**src/rtl/aux_upd_pkg.sv**
```systemverilog
package aux_upd_pkg;

   localparam int unsigned WORD_BYTES = 8;
   localparam int unsigned WORD_LG    = 3;

   typedef enum logic [3:0] {
      ST_BOOT,
      ST_ALLOC,
      ST_BUF,
      ST_CLEAR,
      ST_LINK,
      ST_IDLE,
      ST_RD_TOP,
      ST_CK_TOP,
      ST_RD_MID,
      ST_CK_MID,
      ST_RD_LEAF,
      ST_CK_LEAF,
      ST_STEP
   } upd_state_e;

   typedef enum logic [1:0] {
      LV_ROOT,
      LV_MID,
      LV_LEAF
   } tbl_level_e;

endpackage

```
**src/rtl/aux_bump_alloc.sv**
```systemverilog
module aux_bump_alloc #(
   parameter int unsigned AW        = 48,
   parameter int unsigned BUF_BYTES = 1048576
) (
   input  logic          clk,
   input  logic          rst_n,
   input  logic          load_i,
   input  logic [AW-1:0] load_base_i,
   input  logic [AW-1:0] size_i,
   input  logic          commit_i,
   output logic          fit_o,
   output logic [AW-1:0] addr_o
);

   localparam logic [AW:0] BUF_SZ = (AW+1)'(BUF_BYTES);

   logic [AW:0] cur_q, lim_q;
   logic        have_q;
   logic [AW:0] sz_ext, sz_mask, aligned, alloc_end;

   generate
      if (BUF_BYTES < 8) begin : g_bad_buf
         $error("backing buffer smaller than one word");
      end
   endgenerate

   always_comb begin
      sz_ext    = {1'b0, size_i};
      sz_mask   = sz_ext - (AW+1)'(1);
      aligned   = (cur_q + sz_mask) & ~sz_mask;
      alloc_end = aligned + sz_ext;
      fit_o     = have_q && (alloc_end <= lim_q);
      addr_o    = aligned[AW-1:0];
   end

   always_ff @(posedge clk or negedge rst_n) begin
      if (!rst_n) begin
         cur_q  <= '0;
         lim_q  <= '0;
         have_q <= 1'b0;
      end else if (load_i) begin
         cur_q  <= {1'b0, load_base_i};
         lim_q  <= {1'b0, load_base_i} + BUF_SZ;
         have_q <= 1'b1;
      end else if (commit_i) begin
         cur_q  <= alloc_end;
      end
   end

   // the bump pointer never runs past the end of the current buffer
   assert_within_buffer_R5: assert property (@(posedge clk) disable iff (!rst_n)
      have_q |-> (cur_q <= lim_q));

   // a placement is only taken when the caller saw it fit
   assert_commit_fits_R5: assert property (@(posedge clk) disable iff (!rst_n)
      commit_i |-> fit_o);

endmodule

```
**src/rtl/aux_leaf_rule.sv**
```systemverilog
module aux_leaf_rule (
   input  logic        unmap_i,
   input  logic [63:0] cur_i,
   input  logic [63:0] new_i,
   output logic        wr_o,
   output logic [63:0] wdata_o,
   output logic        flag_o
);

   logic stale_used;

   always_comb begin
      stale_used = |cur_i[63:1];
      if (unmap_i) begin
         wr_o    = cur_i[0];
         wdata_o = {cur_i[63:1], 1'b0};
         flag_o  = cur_i[0] && !stale_used;
      end else begin
         wr_o    = !cur_i[0];
         wdata_o = new_i;
         flag_o  = !cur_i[0] && stale_used && ({cur_i[63:1], 1'b1} != new_i);
      end
   end

endmodule

```
**src/rtl/aux_map_updater.sv**
```systemverilog
module aux_map_updater
   import aux_upd_pkg::*;
#(
   parameter int unsigned AW             = 48,
   parameter int unsigned PAGE_LG        = 16,
   parameter int unsigned LEAF_IDX_W     = 8,
   parameter int unsigned MID_IDX_W      = 12,
   parameter int unsigned TOP_IDX_W      = 12,
   parameter int unsigned MID_TBL_BYTES  = 32768,
   parameter int unsigned LEAF_TBL_BYTES = 8192,
   parameter int unsigned BUF_BYTES      = 1048576,
   parameter int unsigned AUX_STRIDE     = 256,
   parameter int unsigned AUX_LO         = 8,
   parameter int unsigned FMT_W          = 12,
   parameter int unsigned LEN_W          = 32,
   parameter int unsigned CNT_W          = 16
) (
   input  logic             clk,
   input  logic             rst_n,
   input  logic             cmd_valid,
   output logic             cmd_ready,
   input  logic             cmd_unmap,
   input  logic [AW-1:0]    cmd_base,
   input  logic [LEN_W-1:0] cmd_len,
   input  logic [AW-1:0]    cmd_aux,
   input  logic [FMT_W-1:0] cmd_fmt,
   output logic             done_o,
   output logic             err_o,
   output logic             flush_o,
   output logic [CNT_W-1:0] flush_cnt,
   output logic [AW-1:0]    root_base,
   output logic             mem_req,
   output logic             mem_we,
   output logic [AW-1:0]    mem_addr,
   output logic [63:0]      mem_wdata,
   input  logic [63:0]      mem_rdata,
   output logic             buf_req,
   input  logic             buf_gnt,
   input  logic [AW-1:0]    buf_base
);

   localparam int unsigned PN_W    = AW - PAGE_LG;
   localparam int unsigned AUXH_W  = AW - AUX_LO;
   localparam int unsigned GAP_W   = 64 - FMT_W - AW;
   localparam logic [AW-1:0] MID_SZ  = AW'(MID_TBL_BYTES);
   localparam logic [AW-1:0] LEAF_SZ = AW'(LEAF_TBL_BYTES);
   localparam logic [AW-1:0] MID_MASK  = ~(MID_SZ - AW'(1));
   localparam logic [AW-1:0] LEAF_MASK = ~(LEAF_SZ - AW'(1));
   localparam logic [LEN_W:0] PAGE_BYTES = (LEN_W+1)'(1) << PAGE_LG;
   localparam logic [AUXH_W-1:0] AUX_STEP = AUXH_W'(AUX_STRIDE >> AUX_LO);
   localparam logic [AW-1:0] WORD_STEP = AW'(WORD_BYTES);

   generate
      if (PAGE_LG + LEAF_IDX_W + MID_IDX_W + TOP_IDX_W != AW) begin : g_bad_split
         $error("index fields do not cover the address");
      end
      if (MID_TBL_BYTES < (WORD_BYTES << MID_IDX_W) ||
          MID_TBL_BYTES < (WORD_BYTES << TOP_IDX_W)) begin : g_bad_mid
         $error("root or middle table too small for its index");
      end
      if (LEAF_TBL_BYTES < (WORD_BYTES << LEAF_IDX_W)) begin : g_bad_leaf
         $error("leaf table too small for its index");
      end
      if ((MID_TBL_BYTES & (MID_TBL_BYTES - 1)) != 0 ||
          (LEAF_TBL_BYTES & (LEAF_TBL_BYTES - 1)) != 0) begin : g_bad_pow2
         $error("table sizes must be powers of two");
      end
      if (BUF_BYTES < MID_TBL_BYTES) begin : g_bad_buf
         $error("backing buffer cannot hold a middle table");
      end
      if (FMT_W + AW >= 64) begin : g_bad_fmt
         $error("format tag overlaps the address field");
      end
      if ((AUX_STRIDE % (1 << AUX_LO)) != 0) begin : g_bad_stride
         $error("aux stride must keep the low aux bits zero");
      end
   endgenerate

   upd_state_e        st_q;
   tbl_level_e        lvl_q;
   logic              unmap_q, flag_q;
   logic [FMT_W-1:0]  fmt_q;
   logic [LEN_W-1:0]  len_q;
   logic [LEN_W:0]    off_q, next_off;
   logic [PN_W-1:0]   pn_q;
   logic [AUXH_W-1:0] aux_q;
   logic [AW-1:0]     root_q, mid_q, leaf_q, tbl_q, clr_q;
   logic              done_q, err_q, flush_q;
   logic [CNT_W-1:0]  cnt_q;

   logic [TOP_IDX_W-1:0]  idx_top;
   logic [MID_IDX_W-1:0]  idx_mid;
   logic [LEAF_IDX_W-1:0] idx_leaf;
   logic [AW-1:0] top_ea, mid_ea, leaf_ea, tbl_sz, tbl_end;
   logic [63:0]   link_word, leaf_new;
   logic          misaligned;

   logic          alloc_fit, alloc_commit, alloc_load;
   logic [AW-1:0] alloc_addr;
   logic          rule_wr, rule_flag;
   logic [63:0]   rule_wdata;

   always_comb begin
      idx_leaf   = pn_q[LEAF_IDX_W-1:0];
      idx_mid    = pn_q[LEAF_IDX_W +: MID_IDX_W];
      idx_top    = pn_q[PN_W-1 -: TOP_IDX_W];
      top_ea     = root_q + (AW'(idx_top) << WORD_LG);
      mid_ea     = mid_q + (AW'(idx_mid) << WORD_LG);
      leaf_ea    = leaf_q + (AW'(idx_leaf) << WORD_LG);
      tbl_sz     = (lvl_q == LV_LEAF) ? LEAF_SZ : MID_SZ;
      tbl_end    = tbl_q + tbl_sz;
      link_word  = {{(64-AW){1'b0}}, tbl_q & ~(tbl_sz - AW'(1))} | 64'd1;
      leaf_new   = {fmt_q, {GAP_W{1'b0}}, aux_q, {(AUX_LO-1){1'b0}}, 1'b1};
      next_off   = off_q + PAGE_BYTES;
      misaligned = (|cmd_base[PAGE_LG-1:0]) || (|cmd_aux[AUX_LO-1:0]);
   end

   aux_bump_alloc #(
      .AW        (AW),
      .BUF_BYTES (BUF_BYTES)
   ) u_alloc (
      .clk         (clk),
      .rst_n       (rst_n),
      .load_i      (alloc_load),
      .load_base_i (buf_base),
      .size_i      (tbl_sz),
      .commit_i    (alloc_commit),
      .fit_o       (alloc_fit),
      .addr_o      (alloc_addr)
   );

   aux_leaf_rule u_rule (
      .unmap_i (unmap_q),
      .cur_i   (mem_rdata),
      .new_i   (leaf_new),
      .wr_o    (rule_wr),
      .wdata_o (rule_wdata),
      .flag_o  (rule_flag)
   );

   always_comb begin
      mem_req      = 1'b0;
      mem_we       = 1'b0;
      mem_addr     = '0;
      mem_wdata    = '0;
      buf_req      = 1'b0;
      alloc_commit = 1'b0;
      alloc_load   = 1'b0;
      unique case (st_q)
         ST_ALLOC: alloc_commit = alloc_fit;
         ST_BUF: begin
            buf_req    = 1'b1;
            alloc_load = buf_gnt;
         end
         ST_CLEAR: begin
            mem_req  = 1'b1;
            mem_we   = 1'b1;
            mem_addr = clr_q;
         end
         ST_LINK: begin
            mem_req   = 1'b1;
            mem_we    = 1'b1;
            mem_addr  = (lvl_q == LV_MID) ? top_ea : mid_ea;
            mem_wdata = link_word;
         end
         ST_RD_TOP: begin
            mem_req  = 1'b1;
            mem_addr = top_ea;
         end
         ST_RD_MID: begin
            mem_req  = 1'b1;
            mem_addr = mid_ea;
         end
         ST_RD_LEAF: begin
            mem_req  = 1'b1;
            mem_addr = leaf_ea;
         end
         ST_CK_LEAF: begin
            mem_req   = rule_wr;
            mem_we    = rule_wr;
            mem_addr  = leaf_ea;
            mem_wdata = rule_wdata;
         end
         default: ;
      endcase
   end

   always_ff @(posedge clk or negedge rst_n) begin
      if (!rst_n) begin
         st_q    <= ST_BOOT;
         lvl_q   <= LV_ROOT;
         unmap_q <= 1'b0;
         flag_q  <= 1'b0;
         fmt_q   <= '0;
         len_q   <= '0;
         off_q   <= '0;
         pn_q    <= '0;
         aux_q   <= '0;
         root_q  <= '0;
         mid_q   <= '0;
         leaf_q  <= '0;
         tbl_q   <= '0;
         clr_q   <= '0;
         done_q  <= 1'b0;
         err_q   <= 1'b0;
         flush_q <= 1'b0;
         cnt_q   <= '0;
      end else begin
         done_q  <= 1'b0;
         err_q   <= 1'b0;
         flush_q <= 1'b0;
         unique case (st_q)
            ST_BOOT: begin
               lvl_q <= LV_ROOT;
               st_q  <= ST_ALLOC;
            end
            ST_ALLOC: begin
               if (alloc_fit) begin
                  tbl_q <= alloc_addr;
                  clr_q <= alloc_addr;
                  if (lvl_q == LV_ROOT) root_q <= alloc_addr;
                  st_q  <= ST_CLEAR;
               end else begin
                  st_q  <= ST_BUF;
               end
            end
            ST_BUF: if (buf_gnt) st_q <= ST_ALLOC;
            ST_CLEAR: begin
               clr_q <= clr_q + WORD_STEP;
               if (clr_q + WORD_STEP == tbl_end)
                  st_q <= (lvl_q == LV_ROOT) ? ST_IDLE : ST_LINK;
            end
            ST_LINK: begin
               if (lvl_q == LV_MID) begin
                  mid_q <= tbl_q;
                  st_q  <= ST_RD_MID;
               end else begin
                  leaf_q <= tbl_q;
                  st_q   <= ST_RD_LEAF;
               end
            end
            ST_IDLE: begin
               if (cmd_valid) begin
                  if (misaligned) begin
                     err_q  <= 1'b1;
                     done_q <= 1'b1;
                  end else if (cmd_len == '0) begin
                     done_q <= 1'b1;
                  end else begin
                     unmap_q <= cmd_unmap;
                     len_q   <= cmd_len;
                     fmt_q   <= cmd_fmt;
                     pn_q    <= cmd_base[AW-1:PAGE_LG];
                     aux_q   <= cmd_aux[AW-1:AUX_LO];
                     off_q   <= '0;
                     flag_q  <= 1'b0;
                     st_q    <= ST_RD_TOP;
                  end
               end
            end
            ST_RD_TOP: st_q <= ST_CK_TOP;
            ST_CK_TOP: begin
               if (mem_rdata[0]) begin
                  mid_q <= mem_rdata[AW-1:0] & MID_MASK;
                  st_q  <= ST_RD_MID;
               end else if (unmap_q) begin
                  st_q  <= ST_STEP;
               end else begin
                  lvl_q <= LV_MID;
                  st_q  <= ST_ALLOC;
               end
            end
            ST_RD_MID: st_q <= ST_CK_MID;
            ST_CK_MID: begin
               if (mem_rdata[0]) begin
                  leaf_q <= mem_rdata[AW-1:0] & LEAF_MASK;
                  st_q   <= ST_RD_LEAF;
               end else if (unmap_q) begin
                  st_q   <= ST_STEP;
               end else begin
                  lvl_q  <= LV_LEAF;
                  st_q   <= ST_ALLOC;
               end
            end
            ST_RD_LEAF: st_q <= ST_CK_LEAF;
            ST_CK_LEAF: begin
               flag_q <= flag_q | rule_flag;
               st_q   <= ST_STEP;
            end
            ST_STEP: begin
               if (next_off < {1'b0, len_q}) begin
                  off_q <= next_off;
                  pn_q  <= pn_q + PN_W'(1);
                  aux_q <= aux_q + AUX_STEP;
                  st_q  <= ST_RD_TOP;
               end else begin
                  done_q  <= 1'b1;
                  flush_q <= flag_q;
                  cnt_q   <= cnt_q + CNT_W'(flag_q);
                  st_q    <= ST_IDLE;
               end
            end
            default: st_q <= ST_IDLE;
         endcase
      end
   end

   assign cmd_ready = (st_q == ST_IDLE);
   assign done_o    = done_q;
   assign err_o     = err_q;
   assign flush_o   = flush_q;
   assign flush_cnt = cnt_q;
   assign root_base = root_q;

   // a rejected command leaves memory alone and finishes at once
   assert_reject_quiet_R11: assert property (@(posedge clk) disable iff (!rst_n)
      err_o |-> (!mem_req && done_o));

   // the flush pulse only appears together with command completion
   assert_flush_with_done_R10: assert property (@(posedge clk) disable iff (!rst_n)
      flush_o |-> done_o);

   // the counter moves by exactly the flush pulse at completion
   assert_count_step_R10: assert property (@(posedge clk) disable iff (!rst_n)
      done_o |-> (flush_cnt == $past(flush_cnt) + CNT_W'(flush_o)));

   // a pending buffer request is not withdrawn before the grant
   assert_buf_req_hold_R5: assert property (@(posedge clk) disable iff (!rst_n)
      (buf_req && !buf_gnt) |=> buf_req);

   // while ready for a command, no memory or buffer traffic is issued
   assert_ready_quiet_R12: assert property (@(posedge clk) disable iff (!rst_n)
      cmd_ready |-> (!mem_req && !buf_req));

endmodule

```
**config.mk**
```make
export PLATFORM = sky130hd
export DESIGN_NAME = aux_map_updater
export DESIGN_NICKNAME = d
export VERILOG_FILES = /design/src/rtl/aux_upd_pkg.sv /design/src/rtl/aux_bump_alloc.sv /design/src/rtl/aux_leaf_rule.sv /design/src/rtl/aux_map_updater.sv
export SDC_FILE = /design/constraint.sdc
export NUM_CORES = 1
export LEC_CHECK = 0
export BUFFER_PORTS_ARGS = -buffer_cell sky130_fd_sc_hd__clkbuf_2
export CAP_MARGIN = 20
export CELL_PAD_IN_SITES_DETAIL_PLACEMENT = 0
export CELL_PAD_IN_SITES_GLOBAL_PLACEMENT = 1
export CORE_MARGIN = 4
export CORE_UTILIZATION = 50
export CTS_BUF_LIST = sky130_fd_sc_hd__clkbuf_8
export DETAILED_ROUTE_END_ITERATION = 6
export GPL_TIMING_DRIVEN = 0
export PLACE_DENSITY = 0.95
export SLEW_MARGIN = 10
export SYNTH_ARGS = -nofsm -noshare
export SYNTH_HDL_FRONTEND = slang
export SYNTH_HIERARCHICAL = 1
export SYNTH_SLANG_ARGS = --single-unit
export TNS_END_PERCENT = 10
```
**constraint.sdc**
```tcl
create_clock -name clk -period 27.9 [get_ports clk]
set_input_delay 1.395 -clock clk [delete_from_list [all_inputs] [get_ports clk]]
set_output_delay 1.395 -clock clk [all_outputs]
set_load 0.005 [all_outputs]
```
==> results by group <==
Status
  – Status: finished clean

CTS
  – Clk buf depth: 3
  – # Post-CTS Setup Buffers: 0
  – CTS tree: built
  – Clk Latency, worst-skew pair: between 700 and 800 ps
  – Cts repair resizes: 0
  – Sink Count: roughly 500
  – Root Driver: clkbuf_8
  – CTS HTree Levels: 3
  – TritonCTS buffer count: a little over 90
  – Clk pin slew, worst setup/hold paths: 60 ps
  – Post-CTS Hold Fix Bufs: 0

Placed design
  – Final Wtd Congestion: around 1.1
  – I/O Buffers: ~440
  – DP HPWL: 140000 µm
  – Placed Area: 0.0461 mm²
  – Worst setup slack after placement: ~14000 ps
  – Placed Cells incl. Taps: 6809

Setup path
  – Critical Path AT: about 15000 ps
  – CP max stage cell: clkbuf_1
  – Worst EP required: 28520 ps
  – R2R setup slack: around 14000 ps
  – Kind of critical path: flip-flop to flip-flop
  – Setup crit end kind: flip-flop
  – Crit-path max cell delay: 760 ps
  – CP Launch Type: flip-flop
  – CP max FO: 11
  – CP most frequent cell: clkbuf_1

GRT
  – Largest net degree at the start of global routing: roughly 100
  – Vias in the first global route: ~42k
  – Gr usage total: roughly two fifths
  – Global-route wire length before repair: ~260000 µm
  – Grt ovf: 0
  – Initial antenna violation count: 10

Synthesis
  – EDFF count, synth: 0
  – Async SR Flop Fraction: 100%
  – Top FF cell, synth: dfrtp_1
  – Post-Syn Instances: approximately 5.1k
  – Distinct cells, synth: between 100 and 150
  – Yosys reg bits: around 500
  – Area leader, netlist: dfrtp_1
  – Synth Cell Area: approximately 0.042 mm²
  – Share of the synthesized area in the top cell type: 30.0%
  – Top cells by area, synth: dfrtp_1 30%, nand2_1 6.0%, xnor2_1 5.8%
  – Synth Area per Inst: ~8.2 µm²
  – Seq/Total Area, Yosys: approximately 30%
  – Warning count from the yosys run: 6

STA
  – Final Max Slew Viols: 0
  – Setup-failing EPs final: 0
  – Period Utilization, post-route: 50.3%
  – Fin. Hold Viols: 0
  – Final Skew: 66.9 ps
  – Fin worst setup slack: around 14000 ps
  – RSZ-0062 raised after global routing: no
  – Tmin final: roughly 14000 ps
  – Max Fclk: roughly 0.071 GHz
  – Hold WS: about 480 ps
  – Worst-margin pin slew: 1180 ps
  – Setup TNS: 0 ps
  – Max-slew headroom: between 20% and 30%

Pwr
  – P_sw: ~2.6 mW
  – Switching Fraction: around half
  – Seq pwr share: a little over a quarter
  – Total Power: a little over 5 mW
  – Leakage: 21.8 nW
  – Gate power share: between 50% and 60%
  – Internal Power: roughly 2.5 mW
  – Cell Pwr Density: approximately 110 mW/mm²
  – Worst VDD drop: about 0.059 mV
  – Clk network pwr share: 14.4%

Drt
  – Routed len/inst: about 25 µm
  – DRC: 0
  – Vias: roughly 43k
  – Initial DRC Count: about 4.6k
  – Via density per instance: ~6.2
  – Initial DRT Pass Iterations: 6
  – Final ANT Viol Nets: 0
  – Routed WL: about 170000 µm

Layout
  – Post-route core utilization: roughly three fifths
  – Non-filler cells, final: ~7k
  – Finished Cell Area: 0.0480 mm²
  – Layout cell share with drive strength beyond 1: about 15%
  – Nets: 6264
  – Area Growth Syn to Fin: 15.3%

Floorplanning
  – Row cnt: approximately 110
  – Die height: around 300 µm
  – Starting Density: about half
  – Die Width: about 300 µm
  – Die area: 0.0881 mm²
  – Core box area: 0.0824 mm²
  – Ports: between 400 and 500

Worst hold path
  – Hold Crit Class: flip-flop to flip-flop

Run
  – Max Cap Viol: 0
## final timing paths
| kind | to | startpoint | cells past startpoint |
|---|---|---|---|
| worst max-delay path | u_alloc/cur_q[44] | lvl_q[0] | 47 |
| worst min-delay path | flush_cnt[15] | flush_cnt[15] | 1 |
| worst max register to register | u_alloc/cur_q[44] | lvl_q[0] | 47 |
| worst min register to register | flush_cnt[15] | flush_cnt[15] | 1 |
| max in group asynchronous | u_alloc/lim_q[41] | rst_n | 3 |
| min in group asynchronous | pn_q[4] | rst_n | 1 |
## power by group through the flow
stage,logic (mW),registers [mW],clock network [mW]
detailed placement,2.92,1.35,0
global placement,2.87,1.35,0
global route,3.30,1.39,0.781
floorplan,2.06,1.20,0
CTS,2.94,1.34,0.747
finish,3.03,1.37,0.740
## Yosys cell counts, types with 24 or more instances
library cell / n
clkbuf_1: 227
buf_2: 28
nand2b_1: 34
and2_1: 64
nor4_1: 85
mux2_2: 155
o21ai_0: 345
nor3_1: 118
and3_1: 80
or3_1: 30
nand3_1: 218
nor2b_1: 42
buf_1: 24
inv_1: 194
o211ai_1: 40
a21o_1: 78
dfrtp_1: 499
o22ai_1: 55
a21oi_1: 306
a31oi_1: 44
and4_1: 32
xnor2_1: 275
nand2_1: 670
nand4_1: 132
a22o_1: 79
nor2_1: 293
mux2i_1: 137
a22oi_1: 44
xor2_1: 155
o21a_1: 29
ha_1: 167
## per-layer routing
metal  vias up  GRT usage, %  part of all wire [%]
met5         -             0                0.0069
met4         2          25.7                   7.8
met3       513          7.62                   8.9
met2      2208          60.7                    44
met1     20600          46.8                    39
li1      19900             -                     -
## state kept, by name (all words and copies together), names as in the netlist, 16 cells and up
register,cells
flush_cnt,16
len_q,32
mid_q,48
pn_q,32
root_base,48
tbl_q,48
clr_q,48
u_alloc/cur_q,49
aux_q,40
off_q,17
leaf_q,48
u_alloc/lim_q,49
## logic make-up after synthesis
| kind of cell | count (synthesis) | synth area share (%) |
|---|---|---|
| and+or+nand+nor | 1903 | 22.7 |
| AOI/OAI and AO/OA | 1300 | 20.5 |
| DFF | 499 | 30.0 |
| buffers and inverters | 489 | 4.72 |
| xor gates and xnor gates | 435 | 9.27 |
| muxes | 294 | 7.58 |
| adders and majority gates | 172 | 5.25 |
| other | 2 | 0.0180 |
## layout by cell type, fill, tap and decap left out, drive strengths merged, types with 29 or more instances in the layout
cell    netlist  routed
o21ai       357     357
a21o         78      78
dfrtp       499     499
nor2        295     295
and3         85      85
nand2b       34      34
a21oi       309     309
nand2       673     673
nor2b        43      43
xnor2       276     276
or3          33      33
conb          2     200
nand3       220     220
a22o         79      79
xor2        157     157
nand4       134     134
buf          59      67
mux2i       139     139
clkbuf      230     780
a31oi        44      44
mux2        155     155
and2         66      66
o211ai       43      43
o22ai        55      55
o21a         29      29
and4         35      35
ha          167     167
nor3        125     125
inv         196     226
nor4         94      94
a22oi        44      44
## critical path, delay by kind of cell (launching register included)
family / cells / cell delay (ps)
multiplexers: 1 / 470
adder cells (fa/ha/maj): 2 / 480
AND/OR/NAND/NOR: 15 / 3840
AO/OA/AOI/OAI: 16 / 3150
XOR/XNOR: 3 / 870
flip-flops: 1 / 450
buffers and inverters: 10 / 4610
## area by class of cell
cell class / instances / area, µm²
clock buffers: 110 / 1510
multi-input cells: 4304 / 28000
well taps: 1070 / 1340
plain buffers: 293 / 1230
fillers: 7726 / 34300
clock inverters: 55 / 374
flip-flops and latches: 499 / 12500
repair buffers: 448 / 2370
inverters: 196 / 736
diodes: 8 / 20.0
No activity file was read; power rests on OpenSTA's default activity.
